`config.mk`:
```
export PLATFORM = sky130hd
export DESIGN_NAME = bl_pwm_top
export DESIGN_NICKNAME = d
export VERILOG_FILES = /design/src/rtl/bl_pwm_pkg.sv /design/src/rtl/bl_pwm_regs.sv /design/src/rtl/bl_pwm_tick.sv /design/src/rtl/bl_pwm_cmp.sv /design/src/rtl/bl_pwm_top.sv
export SDC_FILE = /design/constraint.sdc
export NUM_CORES = 1
export LEC_CHECK = 0
export BUFFER_PORTS_ARGS = -buffer_cell sky130_fd_sc_hd__buf_2
export CAP_MARGIN = 15
export CORE_ASPECT_RATIO = 1.4
export CORE_MARGIN = 2
export CORE_UTILIZATION = 38
export DETAILED_ROUTE_END_ITERATION = 10
export HOLD_SLACK_MARGIN = 0.05
export SYNTH_ARGS = -nofsm -noshare
export SYNTH_HDL_FRONTEND = slang
export SYNTH_HIERARCHICAL = 1
export SYNTH_SLANG_ARGS = --single-unit
export TNS_END_PERCENT = 30
```
`constraint.sdc`:
```
create_clock -name clk -period 6 [get_ports clk]
set_input_delay 0.3 -clock clk [delete_from_list [all_inputs] [get_ports clk]]
set_output_delay 0.3 -clock clk [all_outputs]
set_load 0.005 [all_outputs]
```
`src/rtl/bl_pwm_pkg.sv`:
```
package bl_pwm_pkg;
  localparam int unsigned REG_W    = 32;
  localparam int unsigned CNT_W    = REG_W / 2;
  localparam int unsigned EN_BIT   = 31;
  localparam int unsigned OVR_BIT  = 30;
  localparam int unsigned POL_BIT  = 29;
  localparam int unsigned GRAN_BIT = 0;

  typedef enum logic {
    SEL_CTRL  = 1'b0,
    SEL_LEVEL = 1'b1
  } reg_sel_e;
endpackage

```
`src/rtl/bl_pwm_regs.sv`:
```
module bl_pwm_regs
  import bl_pwm_pkg::*;
(
  input  logic             clk,
  input  logic             rst_n,
  input  logic             wr_en,
  input  logic             wr_sel,
  input  logic [REG_W-1:0] wr_data,
  input  logic             rd_sel,
  output logic [REG_W-1:0] rd_data,
  output logic             en,
  output logic             ovr,
  output logic             pol,
  output logic             gran,
  output logic [CNT_W-1:0] period,
  output logic [CNT_W-1:0] duty
);
  always_ff @(posedge clk or negedge rst_n) begin
    if (!rst_n) begin
      en     <= 1'b0;
      ovr    <= 1'b0;
      pol    <= 1'b0;
      gran   <= 1'b0;
      period <= '0;
      duty   <= '0;
    end else if (wr_en) begin
      if (wr_sel == SEL_CTRL) begin
        en  <= wr_data[EN_BIT];
        ovr <= wr_data[OVR_BIT];
        // output shape fields only accepted while stopped
        if (!en) begin
          pol  <= wr_data[POL_BIT];
          gran <= wr_data[GRAN_BIT];
        end
      end else begin
        period <= wr_data[CNT_W +: CNT_W];
        duty   <= wr_data[0 +: CNT_W];
      end
    end
  end

  logic [REG_W-1:0] ctrl_word;
  always_comb begin
    ctrl_word           = '0;
    ctrl_word[EN_BIT]   = en;
    ctrl_word[OVR_BIT]  = ovr;
    ctrl_word[POL_BIT]  = pol;
    ctrl_word[GRAN_BIT] = gran;
  end

  assign rd_data = (rd_sel == SEL_CTRL) ? ctrl_word : {period, duty};
endmodule

```
`src/rtl/bl_pwm_tick.sv`:
```
module bl_pwm_tick #(
  parameter int unsigned INC_LO = 16,
  parameter int unsigned INC_HI = 128,
  localparam int unsigned PRE_W = $clog2(INC_HI)
) (
  input  logic             clk,
  input  logic             rst_n,
  input  logic             run,
  input  logic             gran,
  output logic             tick,
  output logic [PRE_W-1:0] pre_cnt
);
  logic [PRE_W-1:0] last_cnt;
  assign last_cnt = gran ? PRE_W'(INC_HI - 1) : PRE_W'(INC_LO - 1);
  assign tick     = run && (pre_cnt == last_cnt);

  always_ff @(posedge clk or negedge rst_n) begin
    if (!rst_n)      pre_cnt <= '0;
    else if (!run)   pre_cnt <= '0;
    else if (tick)   pre_cnt <= '0;
    else             pre_cnt <= pre_cnt + 1'b1;
  end
endmodule

```
`src/rtl/bl_pwm_cmp.sv`:
```
module bl_pwm_cmp #(
  parameter int unsigned CNT_W = 16
) (
  input  logic             clk,
  input  logic             rst_n,
  input  logic             run,
  input  logic             tick,
  input  logic [CNT_W-1:0] period,
  input  logic [CNT_W-1:0] duty,
  output logic             active,
  output logic             wrap,
  output logic [CNT_W-1:0] pos,
  output logic [CNT_W-1:0] duty_act
);
  logic [CNT_W-1:0] per_act;
  logic             at_end;

  assign at_end = (per_act <= CNT_W'(1)) || (pos == per_act - 1'b1);
  assign wrap   = tick && at_end;
  assign active = run && (duty_act != '0) && (pos < duty_act);

  always_ff @(posedge clk or negedge rst_n) begin
    if (!rst_n) begin
      pos      <= '0;
      per_act  <= '0;
      duty_act <= '0;
    end else if (!run) begin
      pos      <= '0;
      per_act  <= period;
      duty_act <= duty;
    end else if (tick) begin
      if (at_end) begin
        pos      <= '0;
        per_act  <= period;
        duty_act <= duty;
      end else begin
        pos <= pos + 1'b1;
      end
    end
  end
endmodule

```
`src/rtl/bl_pwm_top.sv`:
```
module bl_pwm_top
  import bl_pwm_pkg::*;
#(
  parameter int unsigned INC_LO = 16,
  parameter int unsigned INC_HI = 128
) (
  input  logic        clk,
  input  logic        rst_n,
  input  logic        wr_en,
  input  logic        wr_sel,
  input  logic [31:0] wr_data,
  input  logic        rd_sel,
  output logic [31:0] rd_data,
  output logic        pwm_out
);
  localparam int unsigned PRE_W = $clog2(INC_HI);

  logic             en, ovr, pol, gran, tick, active, wrap;
  logic [CNT_W-1:0] period, duty, pos, duty_act;
  logic [PRE_W-1:0] pre_cnt;

  bl_pwm_regs u_regs (
    .clk(clk), .rst_n(rst_n), .wr_en(wr_en), .wr_sel(wr_sel),
    .wr_data(wr_data), .rd_sel(rd_sel), .rd_data(rd_data),
    .en(en), .ovr(ovr), .pol(pol), .gran(gran),
    .period(period), .duty(duty)
  );

  bl_pwm_tick #(.INC_LO(INC_LO), .INC_HI(INC_HI)) u_tick (
    .clk(clk), .rst_n(rst_n), .run(en), .gran(gran),
    .tick(tick), .pre_cnt(pre_cnt)
  );

  bl_pwm_cmp #(.CNT_W(CNT_W)) u_cmp (
    .clk(clk), .rst_n(rst_n), .run(en), .tick(tick),
    .period(period), .duty(duty), .active(active), .wrap(wrap),
    .pos(pos), .duty_act(duty_act)
  );

  assign pwm_out = pol ^ active;
endmodule

```
---- Yosys cells after proc, flatten, opt, wreduce, memory -nomap -nowiden ----
Cells that the tools add are included.
cells by class
  add/sub/neg operators ................... 3
  magnitude comparators ................... 2
  equality and inequality tests ........... 4
  multiplexer cells ....................... 13
  bitwise logic cells ..................... 3
  reduce and logical (&&, ||, !) cells .... 9
operator list
  operator               count
  $mux 16                9
  $mux 32                1
  $mux 7                 3
  $add 16x1->16 const B  1
  $eq 16x16->1           1
  $le 16x1->1 const B    1
  $lt 16x16->1           1
  $reduce_bool 16->1     1
  $sub 16x1->16 const B  1
  $add 7x1->7 const B    1
  $eq 7x7->1             1
  $reduce_and 2->1       3
  $logic_and 1x1->1      3
  $reduce_and 3->1       1
  $ne 2x1->1 const B     1
  $ne 2x2->1 const B     1
  $not 1->1              2
  $logic_or 1x1->1       1
  $xor 1x1->1            1
storage, ports and cells
  bits in registers ....................... 91
  input bits .............................. 37
  logic and storage cells ................. 44

---- Longest topological paths before layout ----
Gate-level depths: netlist (run 1).
  depth in word-level cells ............... 6
  depth in mapped cells ................... 11

---- By module ----
Netlist (run 1), hierarchy kept.
modules (own cells, without submodules)
  module       times used  cells an instance  area each (um2)  sequential area each (um2)
  bl_pwm_cmp   1           298                3134.3           1201.2
  bl_pwm_regs  1           113                1592.8           900.9
  bl_pwm_tick  1           36                 357.8            175.2
  bl_pwm_top   1           1                  8.8              0.0

---- Worst setup path before layout (run 1) ----
OpenSTA, ideal clock, no wires.
  path kind ............................... register to register
  start point ............................. register u_cmp.per_act[11]
  end point ............................... register u_cmp.duty_act[0]
  setup time .............................. 0.125 ns
  data arrival time ....................... 2.693 ns
  data required time ...................... 5.875 ns
  setup slack ............................. 3.181 ns
  cell stages (with the launch flop) ...... 10
  path buffers ............................ 2
  cell sequence ........................... dfrtp_1 nor4_2 nand2_1 or4_4 a211oi_2 nand4_1 o211a_1 buf_6 buf_6 mux2_4
on the way
  longest elaborated chain between the ends .. 5
RTL lines
  what                                   RTL line          RTL
  start, declared                        bl_pwm_cmp.sv:15  logic [CNT_W-1:0] per_act;
  start signal, assigned                 bl_pwm_cmp.sv:29  per_act <= period;
  start signal, assigned                 bl_pwm_cmp.sv:34  per_act <= period;
  $sub 16x1->16                          bl_pwm_cmp.sv:18  assign at_end = (per_act <= CNT_W'(1)) || (pos == per_act - 1'b1);
  $eq 16x16->1                           bl_pwm_cmp.sv:18
  $logic_or 1x1->1 (*)                   bl_pwm_cmp.sv:18
  $ne 2x1->1 (no source line) (*)        n/a
  $reduce_and 2->1 (no source line) (*)  n/a
  end signal, assigned                   bl_pwm_cmp.sv:30  duty_act <= duty;
  end signal, assigned                   bl_pwm_cmp.sv:35  duty_act <= duty;
  end, declared                          bl_pwm_cmp.sv:13  output logic [CNT_W-1:0] duty_act
Every way passes the cells marked *; elsewhere a longest branch is shown, timed or not.
A chain may end at the register's enable or synchronous reset.

---- Final worst setup path (run 1) ----
  start point ............................. register u_cmp.per_act[0]
  end point ............................... register u_cmp.duty_act[11]
Same word-level chain as after synthesis.

==> flow_summary.json, run 1 <==
{
  "run_status": "complete, no violations",
  "tightestPinTransition_ns": 0.821,
  "post-route-min-period_ns": 3.46,
  "fp.dieH_um": 141,
  "syn_avg_cell_area_um2": 11.4,
  "place_ws_ns": 2.58,
  "crit_arrival_ns": 3.68,
  "hold_path_class": "in -> reg",
  "gp_congestion": 0.911,
  "drv_cap": 0,
  "drcViolationCount": 0,
  "power_mw": 1.86,
  "hold_viol": 0,
  "cts_resized": 0,
  "finalNetCount": 573,
  "rsz0062_at_grt": "false",
  "max_stage_delay_ns": 0.54,
  "grt_pass1_vias": 3673,
  "wl_per_cell_um": 15.2,
  "setup_viol": 0,
  "io_pins": 70,
  "ys_warn_count": 6,
  "leakage_nw": 2.78,
  "peakVddDrop_mv": 0.215,
  "setup_slack_ns": 2.54,
  "start_util": 0.385,
  "final_cells": 704,
  "numCtsBuffers": 9,
  "cts_root_buf": "clkbuf_16",
  "cts_sinks": 91,
  "cts_buffer_depth": 2,
  "path_clk_slew_ns": 0.07,
  "grt_pass1_wl_mm": 18.1,
  "fmax_ghz": 0.289,
  "syn_area_mm2": 0.00508,
  "hpwlAfterDp_mm": 7.82,
  "grt_max_degree": 66,
  "post-cts-setup-buffer-count": 0,
  "post-route-period-util": 0.577,
  "drive_gt1_frac": 0.320,
  "dr_total_vias": 3557,
  "cp.required_ns": 6.22,
  "worstSetupPathType": "reg -> reg",
  "antenna_cells": 0,
  "detail-route-antenna-nets": 0,
  "slew_violations": 0,
  "worstPathCellList": "inv_1 -> ha_1 -> nor3b_2 -> xor2_1 -> or3_1 -> a21oi_1 -> nand4_1 -> o211a_2 -> buf_4 -> mux2_4",
  "syn_nets": 502,
  "cp_max_fo": 39,
  "drt_iter0_drc": 186,
  "dieArea_mm2": 0.0143,
  "die_x_um": 102,
  "io_buffers": 69,
  "end_kind": "register",
  "synthCells": 446,
  "cp_slowest_cell": "nor3b_2",
  "setup_tns_ns": 0,
  "firstDrtPassIters": 4,
  "clock_latency_ns": 0.34,
  "skew_ns": 0.00900,
  "cp-start-kind": "register",
  "routed_via_density": 5.05,
  "dp.cells": 687,
  "tritoncts": "done",
  "track_usage": 0.159,
  "htreeDepth": 3,
  "path_buf_inv": 2,
  "rows": 50,
  "max_slew_margin": 0.447,
  "core_mm2": 0.0132,
  "syn_to_final_growth_pct": 15.8,
  "antenna_found_initial": 0,
  "powerDensity_mw_per_mm2": 315,
  "finalWirelength_mm": 10.7,
  "grt_overflow_total": 0,
  "critical_path.top_delay_family": "simple AND/OR/NAND/NOR gates"
}
per-layer routing:
layer | GRT usage | wire, um | vias up
li1 | - | - | 1700
met1 | 0.201 | 4360 | 1757
met2 | 0.271 | 5700 | 88
met3 | 0.0218 | 379 | 12
met4 | 0.0619 | 237 | 0
met5 | 0 | 0 | -
report_power, final:
part           leakage (nW)  internal [mW]  switching [mW]  total (mW)
combinational          1.51          0.249           0.191       0.440
sequential             1.12          0.721           0.124       0.846
clock                 0.146          0.336           0.234       0.570
total                  2.78           1.31           0.549        1.86
path summary, 6_finish.rpt:
kind	from	endpoint	slack [ns]	cells past startpoint
worst min register to register	u_tick/pre_cnt[0]	u_tick/pre_cnt[0]	0.50	1
worst min-delay path	wr_data[7]	u_regs/duty[7]	0.19	2
worst max register to register	u_cmp/per_act[0]	u_cmp/duty_act[11]	2.54	10
worst max-delay path	u_cmp/per_act[0]	u_cmp/duty_act[11]	2.54	10
max in group asynchronous	rst_n	u_cmp/pos[7]	4.44	3
min in group asynchronous	rst_n	u_regs/period[0]	0.41	2
final cells by class:
cell class / instances / area, um^2
clock buffer: 11 / 243
clock inverter: 5 / 60.1
inverter: 28 / 105
multi-input combinational: 315 / 2600
fill: 1263 / 7310
timing repair buffer: 72 / 373
sequential: 91 / 2280
tap: 182 / 228
worst reg2reg max path, delay by kind of cell (launching register included):
kind,cells,cell delay [ns]
multiplexers,1,0.39
adder cells (fa/ha/maj),1,0.21
flip-flops,1,0.46
buffers and inverters,2,0.43
XOR/XNOR,1,0.17
AND/OR/NAND/NOR,3,1.07
AO/OA/AOI/OAI,2,0.62
flip-flops by register name, summed over array words and instances, names as in the netlist:
name            cells
u_cmp/duty_act     16
u_cmp/per_act      16
u_cmp/pos          16
u_regs/duty        16
u_regs/period      16
u_tick/pre_cnt      7
u_regs/en           1
u_regs/gran         1
u_regs/ovr          1
u_regs/pol          1
repair_timing:
action / in CTS / in global routing
setup endpoints to repair: 0 / 0
endpoints found under the hold margin: 26 / 0
hold buffers: 1 / 0
through the flow:
stage               hold slack (ns)  utilization  instance area [um^2]
finish                        0.189        0.446                  5890
global route                  0.187        0.446                  5890
CTS                           0.180        0.446                  5890
detailed placement            0.236        0.422                  5570
global placement              0.224        0.422                  5570
floorplan                   0.00441            -                  5080
layout by cell type (no fill, tap or decap), drive strengths merged, types with 4 or more instances in the layout:
cell type,instances
a211oi,4
a21o,5
a21oi,11
and2,46
and3,4
buf,71
clkbuf,11
dfrtp,91
ha,19
inv,29
mux2,71
nand2,20
nand2b,4
nand3,9
nand4,10
nor2,12
nor2b,6
nor3,8
nor4,8
o21ai,12
or4,5
xnor2,18
xor2,18
(Power assumes the default switching activity.)
==> inputs of run 2 (changes only) <==
Clock period 6 ns to 3.35 ns, I/O delays scaled along.
==> run 2 against run 1 <==
- die area is the same
- via count about the same
- total power up 81%
- utilization rose by 0.59 points
- fmax is 12% higher
- worst hold slack got worse by 0.13 ns
- clock power up 81%
- critical path depth down 3
- wire length shrank 0.36%
- worst setup slack worse by 2.3 ns
- clock skew down 0.0034 ns
- critical endpoint is now u_cmp/duty_act[12]
- highest routed layer unchanged
==> flow_summary.json, run 2 (synthesis gave the netlist of run 1 again) <==
{
  "path_buf_inv": 1,
  "cp-start-kind": "register",
  "hold_viol": 0,
  "cts_root_buf": "clkbuf_16",
  "switching_power_uw": 980,
  "start_util": 0.385,
  "post-route-min-period_ns": 3.08,
  "hp-start": "wr_data[20]",
  "run_status": "complete, no violations",
  "post-route-period-util": 0.920,
  "max_slew_margin": 0.490,
  "finalNetCount": 580,
  "swShare": 0.292,
  "n_fill_cell": 1277,
  "setup_tns_ns": 0,
  "layout_commonest_cell": "dfrtp_1",
  "io_buffers": 69,
  "drive_gt1_frac": 0.325,
  "antenna_found_initial": 0,
  "rsz0062_at_grt": "false",
  "r2r_cells": 7,
  "wl_per_cell_um": 15.0,
  "cp_max_fo": 42,
  "clockPowerShare": 0.307,
  "clock_latency_ns": 0.34,
  "detail-route-antenna-nets": 0,
  "crit_arrival_ns": 3.30,
  "worstSetupPathType": "reg -> reg",
  "multi_input_area_mm2": 0.00261,
  "max_stage_delay_ns": 0.66,
  "dieArea_mm2": 0.0143,
  "grt_overflow_total": 0,
  "grt_use_met3": 0.0297,
  "gp_congestion": 0.891,
  "core_mm2": 0.0132,
  "use_met2": 0.279,
  "r2r_setup_slack_ns": 0.27,
  "cts_sinks": 91,
  "routed_via_density": 5.00,
  "drv_cap": 0,
  "min_path_cells": 2,
  "grt_pass1_vias": 3763,
  "numCtsBuffers": 9,
  "hpwlAfterDp_mm": 7.89,
  "p_seq_frac": 0.449,
  "drcViolationCount": 0,
  "leakage_nw": 2.82,
  "syn_to_final_growth_pct": 17.4,
  "path_clk_slew_ns": 0.06,
  "worst_r2r_endpoint": "u_cmp/duty_act[12]",
  "finalWirelength_mm": 10.6,
  "fmax_ghz": 0.324,
  "final_area_mm2": 0.00596,
  "use_met1": 0.200,
  "post-cts-setup-buffer-count": 0,
  "grt_max_degree": 43,
  "rows": 50,
  "seqCellArea_mm2": 0.00228,
  "hold_end": "u_regs/period[4]",
  "place_ws_ns": 0.226,
  "io_pins": 70,
  "peakVddDrop_mv": 0.305,
  "tritoncts": "done",
  "firstDrtPassIters": 4,
  "p_int_mw": 2.38,
  "place_area_mm2": 0.00563,
  "dr_total_vias": 3556,
  "tightestPinTransition_ns": 0.762,
  "setup_viol": 0,
  "powerDensity_mw_per_mm2": 563,
  "cp_slowest_cell": "or4_1",
  "fp.dieH_um": 141,
  "setup_slack_ns": 0.267,
  "critical_path.top_delay_family": "simple AND/OR/NAND/NOR gates",
  "slew_violations": 0,
  "die_x_um": 102,
  "end_kind": "register",
  "drt_iter0_drc": 151,
  "mostFrequentLayoutCells": "91 x dfrtp_1, 68 x buf_2, 46 x and2_1",
  "top_usage_layer": "met2",
  "antenna_cells": 0,
  "skew_ns": 0.00560,
  "track_usage": 0.161,
  "worstPathCellList": "or4_1 -> or4_4 -> a211oi_2 -> nand4_1 -> o211a_2 -> buf_12 -> mux2_4",
  "grt_pass1_wl_mm": 18.4,
  "cp.required_ns": 3.57,
  "pwr-share-comb": 0.244,
  "hold_path_class": "in -> reg",
  "htreeDepth": 3,
  "cts_buffer_depth": 2,
  "r2r_start": "u_cmp/per_act[6]"
}
-- run 2: area by class of cell --
cell class	instances	area share
clock inverters	3	0.00776
flip-flops and latches	91	0.382
repair buffers	79	0.0738
inverters	28	0.0176
multi-input cells	315	0.437
well taps	182	0.0382
clock buffers	13	0.0436
-- run 2: repair_timing --
| action | CTS | global route |
|---|---|---|
| hold buffers | 2 | 0 |
| resized for setup | 0 | 1 |
| endpoints found under the hold margin | 34 | 0 |
| setup endpoints to repair | 0 | 27 |
-- run 2: power groups by stage --
stage	logic [mW]	clock network [mW]	registers, mW
after floorplan	0.623	0	1.46
after global placement	0.797	0	1.52
after detailed placement	0.820	0	1.53
after CTS	0.828	1.07	1.51
after global routing	0.915	1.11	1.55
final	0.821	1.03	1.51
-- run 2: worst register-to-register path, cell delays in order, from the launching register on --
cell and delay [ns]:
dfrtp_1 0.43, or4_1 0.66, or4_4 0.57, a211oi_2 0.23, nand4_1 0.14, o211a_2 0.36
buf_12 0.21, mux2_4 0.36
-- run 2: routing by layer --
metal | vias up | share of wire | wire length, um
met5 | - | 0 | 0
met4 | 0 | 0.017 | 181
met3 | 8 | 0.031 | 335
met2 | 61 | 0.53 | 5590
met1 | 1768 | 0.43 | 4530
li1 | 1719 | - | -
-- run 2: per-stage QoR --
stage / std cells / power, mW / hold slack, ns / utilization
6_report: 711 / 3.36 / 0.0591 / 0.452
5_1_grt: 711 / 3.57 / 0.0522 / 0.452
4_1_cts: 711 / 3.40 / 0.0504 / 0.451
3_5_place_dp: 693 / 2.35 / 0.153 / 0.427
3_3_place_gp: 693 / 2.32 / 0.151 / 0.427
2_1_floorplan: 446 / 2.08 / -0.128 / -
-- run 2: how the worst max path moves through the flow --
stage	start	endpoint	depth (start not counted)
after global routing	u_cmp/per_act[0]	u_cmp/duty_act[12]	10
after global placement	u_cmp/per_act[0]	u_cmp/duty_act[6]	10
after detailed placement	u_cmp/per_act[0]	u_cmp/duty_act[12]	10
final	u_cmp/per_act[6]	u_cmp/duty_act[12]	7
after floorplan	u_cmp/per_act[11]	u_cmp/duty_act[0]	9
after CTS	u_cmp/per_act[0]	u_cmp/duty_act[8]	10
==> inputs of run 3 (changes only) <==
Settings changed: HOLD_SLACK_MARGIN 0.05 to 0.1.
==> run 3 against run 2 <==
- wire length rose by 2.2%
- sequential share of layout area fell by 1.8 points
- highest routed layer unchanged
- non-clock buffer count rose by 30
- final cell count rose by 4.2%
- critical path depth did not move
- largest power group unchanged
- first-iteration DRC count rose by 21%
- combinational power rose by 3.4%
- worst setup slack improved by 0.0081 ns
==> flow_summary.json, run 3 (synthesis gave the netlist of run 1 again) <==
{
  "htreeDepth": 3,
  "antenna_cells": 0,
  "tightestPinTransition_ns": 0.787,
  "drt_iter0_drc": 183,
  "routed_via_density": 4.96,
  "cts_sinks": 91,
  "min_path_cells": 2,
  "hold_viol": 0,
  "io_pins": 70,
  "max_slew_margin": 0.473,
  "r2r_setup_slack_ns": 0.27,
  "core_mm2": 0.0132,
  "cp_max_fo": 42,
  "cp.required_ns": 3.57,
  "path_clk_slew_ns": 0.06,
  "grt_overflow_total": 0,
  "numCtsBuffers": 9,
  "cp-start-kind": "register",
  "track_usage": 0.165,
  "clock_latency_ns": 0.34,
  "cts_buffer_depth": 2,
  "rows": 50,
  "drive_gt1_frac": 0.308,
  "crit_arrival_ns": 3.29,
  "antenna_found_initial": 0,
  "rsz0062_at_grt": "false",
  "grt_max_degree": 43,
  "end_kind": "register",
  "mostFrequentLayoutCells": "91 x dfrtp_1, 68 x buf_2, 46 x and2_1",
  "max_stage_delay_ns": 0.65,
  "hp-start": "wr_data[14]",
  "layout_commonest_cell": "dfrtp_1",
  "post-route-period-util": 0.918,
  "hold_path_class": "in -> reg",
  "worstPathCellList": "or4_1 -> or4_4 -> a211oi_2 -> nand4_1 -> o211a_2 -> buf_12 -> mux2_4",
  "post-route-min-period_ns": 3.08,
  "grt_pass1_vias": 3859,
  "finalWirelength_mm": 10.9,
  "r2r_start": "u_cmp/per_act[6]",
  "path_buf_inv": 1,
  "power_mw": 3.39,
  "grt_pass1_wl_mm": 18.8,
  "tritoncts": "done",
  "dr_total_vias": 3674,
  "peakVddDrop_mv": 0.305,
  "setup_viol": 0,
  "slew_violations": 0,
  "wl_per_cell_um": 14.7,
  "drcViolationCount": 0,
  "worst_r2r_endpoint": "u_cmp/duty_act[12]",
  "fp.dieH_um": 141,
  "gp_congestion": 0.891,
  "cts_root_buf": "clkbuf_16",
  "setup_tns_ns": 0,
  "dieArea_mm2": 0.0143,
  "hpwlAfterDp_mm": 7.89,
  "r2r_cells": 7,
  "critical_path.top_delay_family": "simple AND/OR/NAND/NOR gates",
  "start_util": 0.385,
  "powerDensity_mw_per_mm2": 541,
  "fmax_ghz": 0.325,
  "crit_cells": 7,
  "detail-route-antenna-nets": 0,
  "syn_to_final_growth_pct": 23.3,
  "finalNetCount": 610,
  "worstSetupPathType": "reg -> reg",
  "firstDrtPassIters": 4,
  "skew_ns": 0.00566,
  "cp_slowest_cell": "or4_1",
  "leakage_nw": 2.94,
  "hold_end": "u_regs/duty[14]",
  "io_buffers": 69,
  "die_x_um": 102,
  "run_status": "complete, no violations",
  "drv_cap": 0
}
## run 3: worst max path at each step
stage                                 start            endpoint  slack (ns)
after global routing       u_cmp/per_act[0]  u_cmp/duty_act[12]        0.11
after global placement     u_cmp/per_act[0]   u_cmp/duty_act[6]        0.34
after CTS                  u_cmp/per_act[0]   u_cmp/duty_act[8]        0.21
final                      u_cmp/per_act[6]  u_cmp/duty_act[12]        0.27
after floorplan           u_cmp/per_act[11]   u_cmp/duty_act[0]        0.56
after detailed placement   u_cmp/per_act[0]  u_cmp/duty_act[12]        0.23
## run 3: timing repair
action	CTS	global route
endpoints found under the setup margin	0	27
hold buffers	32	0
gates resized for setup	0	1
buffers inserted	0	0
hold endpoints to repair	68	0
## run 3: worst reg2reg max path: stages, from the launching register on
cell	delay [ns]
dfrtp_1	0.43
or4_1	0.65
or4_4	0.56
a211oi_2	0.24
nand4_1	0.14
o211a_2	0.37
buf_12	0.21
mux2_4	0.36
## run 3: final cells by class
class                   instances  area [um^2]
fillers                      1234         6940
clock inverters                 3         46.3
multi-input cells             315         2610
inverters                      28          105
flip-flops and latches         91         2280
well taps                     182          228
clock buffers                  13          260
repair buffers                109          741
## run 3: where the power goes
part | switching, mW | internal [mW] | total, mW
sequential | 0.217 | 1.29 | 1.51
clock | 0.410 | 0.621 | 1.03
combinational | 0.359 | 0.489 | 0.849
total | 0.987 | 2.40 | 3.39
## run 3: layer usage
layer  global-route usage  wire length, um  vias up
met2                0.286             5730       50
met4               0.0555              181        0
li1                     -                -     1774
met5                    0                0        -
met3               0.0297              235        8
met1                0.203             4730     1842
## run 3: through the flow
stage	util	hold slack (ns)	area (um^2)	instances	setup slack, ns
6_report	0.475	0.111	6260	741	0.275
5_1_grt	0.475	0.120	6260	741	0.106
3_5_place_dp	0.427	0.153	5630	693	0.226
4_1_cts	0.474	0.105	6260	741	0.212
2_1_floorplan	-	-0.128	5080	446	0.561
3_3_place_gp	0.427	0.151	5630	693	0.338
